<file path="config.mk">
export PLATFORM = sky130hd
export DESIGN_NAME = ps2_key_emitter
export DESIGN_NICKNAME = d
export VERILOG_FILES = /design/src/rtl/ps2_key_emitter.sv
export SDC_FILE = /design/constraint.sdc
export NUM_CORES = 1
export LEC_CHECK = 0
export BUFFER_PORTS_ARGS = -buffer_cell sky130_fd_sc_hd__buf_4
export CAP_MARGIN = 20
export CORE_UTILIZATION = 35
export DETAILED_ROUTE_END_ITERATION = 8
export PLACE_DENSITY_LB_ADDON = 0.2
export RECOVER_POWER = 50
export SYNTH_ARGS = -nofsm -noshare
export SYNTH_HDL_FRONTEND = slang
export SYNTH_SLANG_ARGS = --single-unit
</file>
<file path="constraint.sdc">
create_clock -name clk -period 6.3 [get_ports clk]
set_clock_uncertainty 0.05 [all_clocks]
set_input_delay 0.63 -clock clk [delete_from_list [all_inputs] [get_ports clk]]
set_output_delay 0.63 -clock clk [all_outputs]
set_load 0.01 [all_outputs]
</file>
<file path="src/rtl/ps2_key_emitter.sv">
module ps2_key_emitter #(
  parameter int HALF_DIV   = 2000,
  parameter int GAP_HALVES = 20
) (
  input  logic       clk,
  input  logic       rst_n,
  input  logic [7:0] key_code,
  input  logic       key_stb,
  input  logic       key_release,
  output logic       ps2_clk,
  output logic       ps2_dat,
  output logic       busy
);
  localparam int DW = $clog2(HALF_DIV + 1);
  localparam int GW = $clog2(GAP_HALVES + 1);
  localparam logic [7:0] BREAK_PFX = 8'hF0;

  typedef enum logic [1:0] {S_IDLE, S_FRAME, S_GAP} st_t;

  st_t          st;
  logic [DW-1:0] div_cnt;
  logic [GW-1:0] gap_cnt;
  logic [3:0]   bit_idx;
  logic         phase;
  logic [10:0]  shreg;
  logic [7:0]   code_q;
  logic         need_code;

  function automatic logic [10:0] frame_of(input logic [7:0] b);
    return {1'b1, ~^b, b, 1'b0};
  endfunction

  wire tick = (div_cnt == DW'(HALF_DIV - 1));

  always_ff @(posedge clk or negedge rst_n) begin
    if (!rst_n) begin
      st        <= S_IDLE;
      div_cnt   <= '0;
      gap_cnt   <= '0;
      bit_idx   <= '0;
      phase     <= 1'b0;
      shreg     <= '1;
      code_q    <= '0;
      need_code <= 1'b0;
    end else begin
      case (st)
        S_IDLE: if (key_stb) begin
          st        <= S_FRAME;
          div_cnt   <= '0;
          bit_idx   <= '0;
          phase     <= 1'b0;
          code_q    <= key_code;
          need_code <= key_release;
          shreg     <= frame_of(key_release ? BREAK_PFX : key_code);
        end
        S_FRAME: begin
          div_cnt <= tick ? '0 : div_cnt + 1'b1;
          if (tick) begin
            if (!phase) phase <= 1'b1;
            else begin
              phase <= 1'b0;
              if (bit_idx == 4'd10) begin
                if (need_code) begin
                  st        <= S_GAP;
                  gap_cnt   <= '0;
                  shreg     <= frame_of(code_q);
                  need_code <= 1'b0;
                end else st <= S_IDLE;
              end else begin
                bit_idx <= bit_idx + 4'd1;
                shreg   <= shreg >> 1;
              end
            end
          end
        end
        S_GAP: begin
          div_cnt <= tick ? '0 : div_cnt + 1'b1;
          if (tick) begin
            if (gap_cnt == GW'(GAP_HALVES - 1)) begin
              st      <= S_FRAME;
              bit_idx <= '0;
              phase   <= 1'b0;
            end else gap_cnt <= gap_cnt + 1'b1;
          end
        end
        default: st <= S_IDLE;
      endcase
    end
  end

  assign ps2_clk = !(st == S_FRAME && phase);
  assign ps2_dat = (st == S_FRAME) ? shreg[0] : 1'b1;
  assign busy    = (st != S_IDLE);
endmodule

</file>
## Word-level counts from Yosys, hierarchy flattened

Index checks and enable logic that the tools add are counted.

- $add $sub $neg: 3
- Equality and inequality tests: 15
- Multiplexer cells: 44
- Reductions and logical operators: 19

Operator list:

| kind | count |
|---|---|
| 11-bit two-way mux | 7 |
| 11-bit one-hot mux with 2 select lines | 2 |
| 5-bit two-way mux | 6 |
| 4-bit two-way mux | 6 |
| 2-bit != test, second input constant | 9 |
| 8-bit XNOR reduction | 2 |
| 5-bit AND reduction | 3 |
| 2-bit two-way mux | 7 |
| 7-bit AND reduction | 2 |
| 4-bit one-hot mux with 3 select lines | 1 |
| 11-bit by 1-bit adder with 11-bit output, second input constant | 1 |
| 11-bit equality test, second input constant | 1 |
| 1-bit two-way mux | 10 |
| 5-bit one-hot mux with 2 select lines | 1 |
| 8-bit two-way mux | 1 |
| 2-bit nonzero test | 4 |
| 2-bit one-hot mux with 3 select lines | 1 |
| 6-bit AND reduction | 1 |
| 5-bit by 1-bit adder with 5-bit output, second input constant | 1 |
| 5-bit equality test, second input constant | 1 |
| 4-bit by 1-bit adder with 4-bit output, second input constant | 1 |
| 4-bit equality test, second input constant | 1 |
| 2-bit AND reduction | 2 |
| 3-bit != test, second input constant | 1 |
| 9 further kinds | 9 |

- Flip-flop bits (word level): 43
- Input port bits: 12
- Output and inout port bits: 3
- Word-level logic and storage cells: 89

## Logic depth before layout (Yosys ltp)

Gate-level depths: netlist of run 1.

- Word-level depth: 6
- Gate-level depth with buffers: 9
- Gate-level depth less buffers: 7

## Worst setup path after synthesis of run 1

Ideal clock, no wire load.

- Path type: reg2reg
- Start: reg div_cnt[5]
- End: reg bit_idx[3]
- Setup time: 0.069 ns
- Data arrival time: 2.209 ns
- Data required time: 6.181 ns
- Slack: 3.972 ns
- Stages on the path, launching flop included: 7
- Path buffers: 1
- Period minus slack after synthesis: 2.328 ns
- Path through: dfrtp_1 -> or3b_1 -> or3_1 -> buf_6 -> a221o_1 -> or4_1 -> nand3_1

- Cells in the longest elaborated chain, start to end: 3
- Elaborated cells on any way between the ends: 4
- Classes of those cells: 3 x eq/ne; 1 x reduce/logical

Ends and longest elaborated chain:

| element | line | source |
|---|---|---|
| start, declared | 21 | `logic [DW-1:0] div_cnt;` |
| start signal, assigned | 57 | `div_cnt <= tick ? '0 : div_cnt + 1'b1;` |
| start signal, assigned | 77 | `div_cnt <= tick ? '0 : div_cnt + 1'b1;` |
| 11-bit equality test (*) | 33 | `wire tick = (div_cnt == DW'(HALF_DIV - 1));` |
| 2-bit != test (no source line) | - |  |
| 7-bit AND reduction (no source line) (*) | - |  |
| end signal, assigned | 70 | `bit_idx <= bit_idx + 4'd1;` |
| end, declared | 23 | `logic [3:0] bit_idx;` |

Mark *: on every way between the ends. The rest lies on a longest branch, timed or not.
A chain may end at the register's enable or synchronous reset.

## Worst setup path after layout of run 1

- Start: reg st[1]
- End: reg shreg[2]

- Cells in the longest elaborated chain, start to end: 3
- Elaborated cells on any way between the ends: 9
- Classes of those cells: 5 x eq/ne; 1 x mux; 3 x reduce/logical

Ends and longest elaborated chain:

| element | line | source |
|---|---|---|
| start, declared | 20 | `st_t st;` |
| start signal, assigned | 37 | `st <= S_IDLE;` |
| start signal, assigned | 48 | `st <= S_FRAME;` |
| start signal, assigned | 64 | `st <= S_GAP;` |
| 2-bit by 1-bit equality test with 1-bit output / 2-bit zero test (equally long branches) | 46 | `case (st)` |
| 3-bit != test (no source line), or another cell as far along | - |  |
| 5-bit AND reduction (no source line) | - |  |
| end signal, assigned | 54 | `shreg <= frame_of(key_release ? BREAK_PFX : key_code);` |
| end signal, assigned | 66 | `shreg <= frame_of(code_q);` |
| end signal, assigned | 71 | `shreg <= shreg >> 1;` |
| end, declared | 25 | `logic [10:0] shreg;` |

Parallel ways exist; a longest one is shown, timed or not.

==> run summary, run 1 <==
Max Buffers Root-to-Sink: 2
Yosys top cell area share: 33.6%
Cts repair resizes: 0
Peak supply drop: 222 uV
Syn nets: 270
Clk_lat worst skew: 0.31 ns
GRT Resource Usage Total: 14.2%
Critical path class: reg -> reg
DRT Pass-1 Iters: 4
Routed vias/inst: 5.37
Vias in the first global route: 1727
Synth-to-layout area growth: 11.3%
Largest area contributor in the netlist: dfrtp_1
Fmax: 0.387 GHz
CP Capture Type: flop
Synthesized area: 2380 sq um
Die width: 84.5 um
Initial antenna violation count: 0
Layout cells sized above 1: 17.7%
GPL Wtd Cong: 0.801
Drt initial violations: 133
Post-layout min period: 2.58 ns
Ys async rst share: 100%
Final instance area: 2650 sq um
Yosys warning count: 0
Pwr dens: 430 nW/um^2
Hold WS: 0.451 ns
Distinct cells, synth: 45
Wire length per cell: 13.8 um
Placed cell area: 2560 sq um
CTS tree: done
Crit share post-route: 41.0%
Failing checks: max-capacitance violations, max-slew violations
Die area: 7140 sq um
Remaining antenna violation count after routing: 0
Synth top area cells: dfrtp_1 (34%), dfstp_2 (12%), xnor2_1 (6.6%), nor2_1 (4.9%), ha_1 (4.7%)
H-tree depth: 2
CP required: 6.48 ns
Post-CTS Setup Bufs: 0
Worst min path class: reg -> reg
Worst setup SP type: flop
Final setup viols: 0
RSZ-0062 raised after global routing: no
Clock transition at the registers of the reported paths: 0.10 ns
Most numerous cell in the Yosys netlist: dfrtp_1
Core area: 6460 sq um
# port buffers: 14
Setup Total Neg Slack: 0 ns
Cts bufs inserted: 5
Total power: 1.14 mW
Worst Path Max Fanout: 17
Largest net degree at the start of global routing: 44
Clk root buf: clkbuf_8
Leak Pwr: 1.09 nW
First-pass GRT wire length: 8090 um
Overall via count from detail_route: 1843
N_diodes: 0
Final hold viol count: 0
Final std cells w/o fill: 343
Row Count: 29
WL final: 4750 um
Drt drc: 0
Gate Count Post-Synth: 249
I/O Pins: 15
Flops & latches, synth: 43
Hold Buf Count CTS: 0
Total gr overflow: 0
Critical Path AT: 2.77 ns
Post-DP HPWL: 3320 um
Final nets: 286
Fin. max-slew vios: 44
Dpl cells: 334
Post-synth EDFFs: 0
Number of max-cap violations: 1
Register-to-Register Path Depth: 7
Worst hold stages: 2
Post-synthesis sequential area ratio: 45.7%
DIE HEIGHT: 84.5 um
Sink Count: 43
Slew @ Worst Pin: 2.32 ns
Slew margin rel.: -54.9%
Status: complete, but fails checks
Initial Util: 36.9%
Top cells by count, synth: dfrtp_1 (32), nor2_1 (31), nand2_1 (27), xnor2_1 (18), o21ai_0 (15)
Avg Inst Size Synth: 9.57 sq um
Top FF cell, synth: dfrtp_1
through the flow:
step                      setup slack [ns]  util, %
after floorplan                       3.97        -
after global placement                3.26     39.6
after detailed placement              3.17     39.6
after CTS                             3.10     41.1
after global routing                  3.39     41.1
final                                 3.72     41.1
kinds of logic after synthesis:
kind of cell               Yosys count  synth area share [%]
DFF                                 43                  45.7
and+or+nand+nor                     95                  18.6
buffers and inverters               17                  3.04
xor gates and xnor gates            20                  7.35
AOI/OAI and AO/OA                   56                  16.3
muxes                                9                  4.25
adders and majority gates            9                  4.72
state kept, by name, indices dropped and copies added (netlist names):
signal,flops
code_q,8
shreg,11
bit_idx,4
need_code,1
phase,1
div_cnt,11
gap_cnt,5
st,2
power breakdown:
part           internal (mW)  leakage (nW)  total [mW]  switching (mW)
logic                  0.217         0.508       0.497           0.281
registers              0.385         0.535       0.451          0.0665
clock network         0.0824        0.0495       0.192           0.110
total                  0.684          1.09        1.14           0.457
worst max-delay path: stages, from the launching register on:
cell	delay [ns]
dfrtp_1	0.44
inv_1	0.10
ha_1	0.53
clkinv_1	0.40
nor3_1	0.39
buf_2	0.27
a222oi_1	0.13
a21oi_1	0.18
cells in the final DEF, fill, tap and decap left out, types with 2 or more instances in the layout:
cell type / n
nor3_1: 4
and2_1: 2
xor2_1: 2
dfrtp_1: 32
ha_1: 9
o22ai_1: 2
o31ai_1: 4
o21ai_0: 15
dfstp_2: 11
nor2_1: 31
nor2b_1: 2
a222oi_1: 4
nand2b_1: 4
a2111o_1: 2
xnor2_1: 18
a21oi_1: 11
nand3_1: 10
o211ai_1: 2
or2_2: 3
nand2_1: 27
nand3b_1: 3
a22o_1: 3
inv_1: 9
mux2_2: 9
buf_4: 14
nor4_1: 2
nand4_1: 2
clkbuf_8: 5
a221oi_1: 4
inv_6: 3
final cells by class:
type | instances | area (sq um)
fill | 653 | 3800
multi-input combinational | 189 | 1220
sequential | 43 | 1090
timing repair buffer | 16 | 114
tap | 77 | 96.3
clock buffer | 5 | 68.8
inverter | 10 | 37.5
clock inverter | 3 | 26.3
final timing paths:
kind                               start    endpoint  slack, ns
worst max register to register     st[1]    shreg[2]       3.72
max in group asynchronous          rst_n   need_code       3.91
worst min-delay path            shreg[1]    shreg[0]       0.45
worst min register to register  shreg[1]    shreg[0]       0.45
worst max-delay path               st[1]    shreg[2]       3.72
min in group asynchronous          rst_n  gap_cnt[2]       0.96
per-layer routing:
layer,track usage (%),part of all wire [%]
met1,19.8,50
met4,5.39,1.3
met5,0,0
met3,3.34,3.8
met2,21.4,45
(Power assumes the default switching activity.)
==> inputs of run 2 (changes only) <==
ABC_AREA = 1   (was not set)
clock period = 2.6 ns   (was 6.3 ns; I/O delays follow)
==> run 2 against run 1 <==
The run now ends clean. Core utilization is 0.38 points lower. Die area is 13% higher. Cell count is 41% higher.
==> run summary, run 2 <==
Synth top area cells: dfrtp_1 (30%), nand2_1 (17%), dfstp_2 (11%), inv_1 (5.8%), o21ai_0 (4.8%)
Dpl cells: 473
Slowest-stage cell, CP: dfrtp_1
Critical path class: reg -> reg
Wire length per cell: 11.5 um
Peak supply drop: 307 uV
Worst setup SP type: flop
Sequential share of power: 35.0%
Synth Area in Adders: 4.16%
Max Buffers Root-to-Sink: 2
Top flop regs: div_cnt x11, shreg x11, code_q x8
RSZ-0062 raised after global routing: no
Worst path depth: 9
Overall via count from detail_route: 2268
Post-layout min period: 2.08 ns
Synth-to-layout area growth: 10.8%
Final setup viols: 0
Worst path cell trace: inv_1 > ha_1 > buf_4 > nand2_2 > o21ai_0 > a21oi_1 > nand3_2 > nand2_1 > o21ai_0
Area occupied by registers: 1090 sq um
Synthesized area: 2710 sq um
GRT Resource Usage Total: 15.3%
Drt initial violations: 81
Vias in the first global route: 2188
Mux cell area share after synthesis: 1.25%
Drt drc: 0
Top cells by count, synth: nand2_1 (121), inv_1 (42), dfrtp_1 (32), nor2_1 (26), o21ai_0 (26)
I/O Pins: 15
Final nets: 403
Die area: 8100 sq um
Final hold viol count: 0
# port buffers: 14
Die width: 90.0 um
Core area: 7370 sq um
CP Capture Type: flop
Critical Path AT: 2.20 ns
Largest area contributor in the netlist: dfrtp_1
Worst path most repeated cell: o21ai_0
Largest family of logic cells by synthesized area: simple AND/OR/NAND/NOR gates
Area of the multi-input gates: 1390 sq um
Post-CTS Setup Bufs: 0
Distinct cells, synth: 35
Status: completed
Worst min path class: in -> reg
Cts bufs inserted: 5
Commonest non-fill, non-tap cells in the layout: nand2_1 (121), inv_1 (42), dfrtp_1 (32), nor2_1 (26), o21ai_0 (26)
Post-Synth Simple-Gate Area: 31.4%
Worst R2R Start: st[1]
N_diodes: 0
Worst Path Max Fanout: 13
Clk_lat worst skew: 0.29 ns
Flop2flop setup slack: 0.52 ns
Setup crit start: st[1]
Final core occ: 40.7%
Fin. max-slew vios: 0
Register-to-Register Path Depth: 9
Sink Count: 43
Pwr dens: 1050 nW/um^2
Yosys warning count: 0
First-pass GRT wire length: 10000 um
Total gr overflow: 0
Largest net degree at the start of global routing: 44
Clock power share: 14.8%
Compound-cell area share of the yosys netlist: 11.7%
Clk root buf: clkbuf_8
Yosys top cell area share: 29.6%
Initial antenna violation count: 0
Layout cells sized above 1: 16.4%
CTS tree: done
Syn nets: 386
Post-DP HPWL: 4080 um
Flops & latches, synth: 43
DRT Pass-1 Iters: 4
Post-synthesis sequential area ratio: 40.2%
Slew margin rel.: 27.8%
Xor-xnor portion of the synthesized cell area: 2.59%
Cts repair resizes: 0
Crit-path leading delay family: simple AND/OR/NAND/NOR gates
WL final: 5530 um
Combinational Power Share: 50.1%
DIE HEIGHT: 90.0 um
GPL Wtd Cong: 0.750
CP required: 2.73 ns
Post-synth EDFFs: 0
Top FF cell, synth: dfrtp_1
Most common cell after layout, fill and taps aside: nand2_1
Avg Inst Size Synth: 7.42 sq um
Number of max-cap violations: 0
Final std cells w/o fill: 482
Ys async rst share: 100%
Net Sw Frac: 45.0%
Fmax: 0.481 GHz
Gate Count Post-Synth: 365
Initial Util: 36.8%
Routed vias/inst: 4.71
FILL cells: 793
Remaining antenna violation count after routing: 0
Sw power: 1.42 mW
Leak Pwr: 1.43 nW
Total power: 3.16 mW
Worst hold stages: 2
FF-to-FF End: gap_cnt[0]
Setup Total Neg Slack: 0 ns
Slew @ Worst Pin: 1.08 ns
Row Count: 31
H-tree depth: 2
Buf/Inv on CP: 2
Max stage delay on crit path: 0.42 ns
End of the critical path: gap_cnt[0]
Hold Buf Count CTS: 1
Cell Int Power: 1.74 mW
Crit share post-route: 80.0%
Most numerous cell in the Yosys netlist: nand2_1
Clock transition at the registers of the reported paths: 0.08 ns
-- run 2: changes by cell type in the layout (fill, tap and decap cells not counted), sizes merged, moves of 5 or more --
cell	before	now
o21ai	15	34
a221oi	5	0
or2	3	8
inv	12	47
nand3	10	24
xnor2	18	3
mux2	9	3
o221ai	0	5
nand2	27	124
-- run 2: cells by family (layout without fill, tap and decap cells) --
family                     Yosys count  in the layout
AOI/OAI and AO/OA                   56             56
xor gates and xnor gates             8              8
adders and majority gates            9              9
buffers and inverters               53             71
DFF                                 43             43
muxes                                3              3
and+or+nand+nor                    193            193
-- run 2: power by group through the flow --
| stage | sequential [mW] | clock [mW] | combinational [mW] |
|---|---|---|---|
| floorplan | 1.07 | 0 | 1.30 |
| CTS | 1.10 | 0.487 | 1.60 |
| global placement | 1.11 | 0 | 1.58 |
| finish | 1.11 | 0.468 | 1.58 |
| detailed placement | 1.12 | 0 | 1.59 |
| global route | 1.14 | 0.508 | 1.87 |
-- run 2: cell type report --
class,instances,share of cell area (%)
multi-input cells,269,46.2
flip-flops and latches,43,36.3
inverters,47,6.05
well taps,99,4.13
repair buffers,16,4.00
clock buffers,8,3.34
-- run 2: worst min path at each step --
stage | slack (ns) | start | endpoint
floorplan | -0.09 | rst_n | bit_idx[0]
global placement | 0.25 | rst_n | gap_cnt[2]
detailed placement | 0.25 | rst_n | gap_cnt[2]
CTS | 0.16 | key_code[4] | code_q[4]
global route | 0.16 | key_code[4] | code_q[4]
finish | 0.16 | key_code[4] | code_q[4]
-- run 2: metal layers --
layer	track usage [%]	part of all wire, %
met5	0	0
met1	20.7	53
met4	4.44	1.3
met3	3.30	3.5
met2	24.5	42
-- run 2: worst reg2reg max path, delay by kind of cell, from the launching register on --
kind	cells	cell delay [ns]
AO/OA/AOI/OAI	3	0.37
adder cells (fa/ha/maj)	1	0.32
buffers and inverters	2	0.34
flip-flops	1	0.42
AND/OR/NAND/NOR	3	0.49
-- run 2: through the flow --
stage                     area, sq um  hold slack (ns)  setup slack [ns]
after floorplan                  2710          -0.0856             0.887
after global placement           2890            0.250             0.576
after detailed placement         2890            0.255             0.533
after CTS                        3000            0.156             0.517
after global routing             3000            0.161             0.309
final                            3000            0.165             0.521
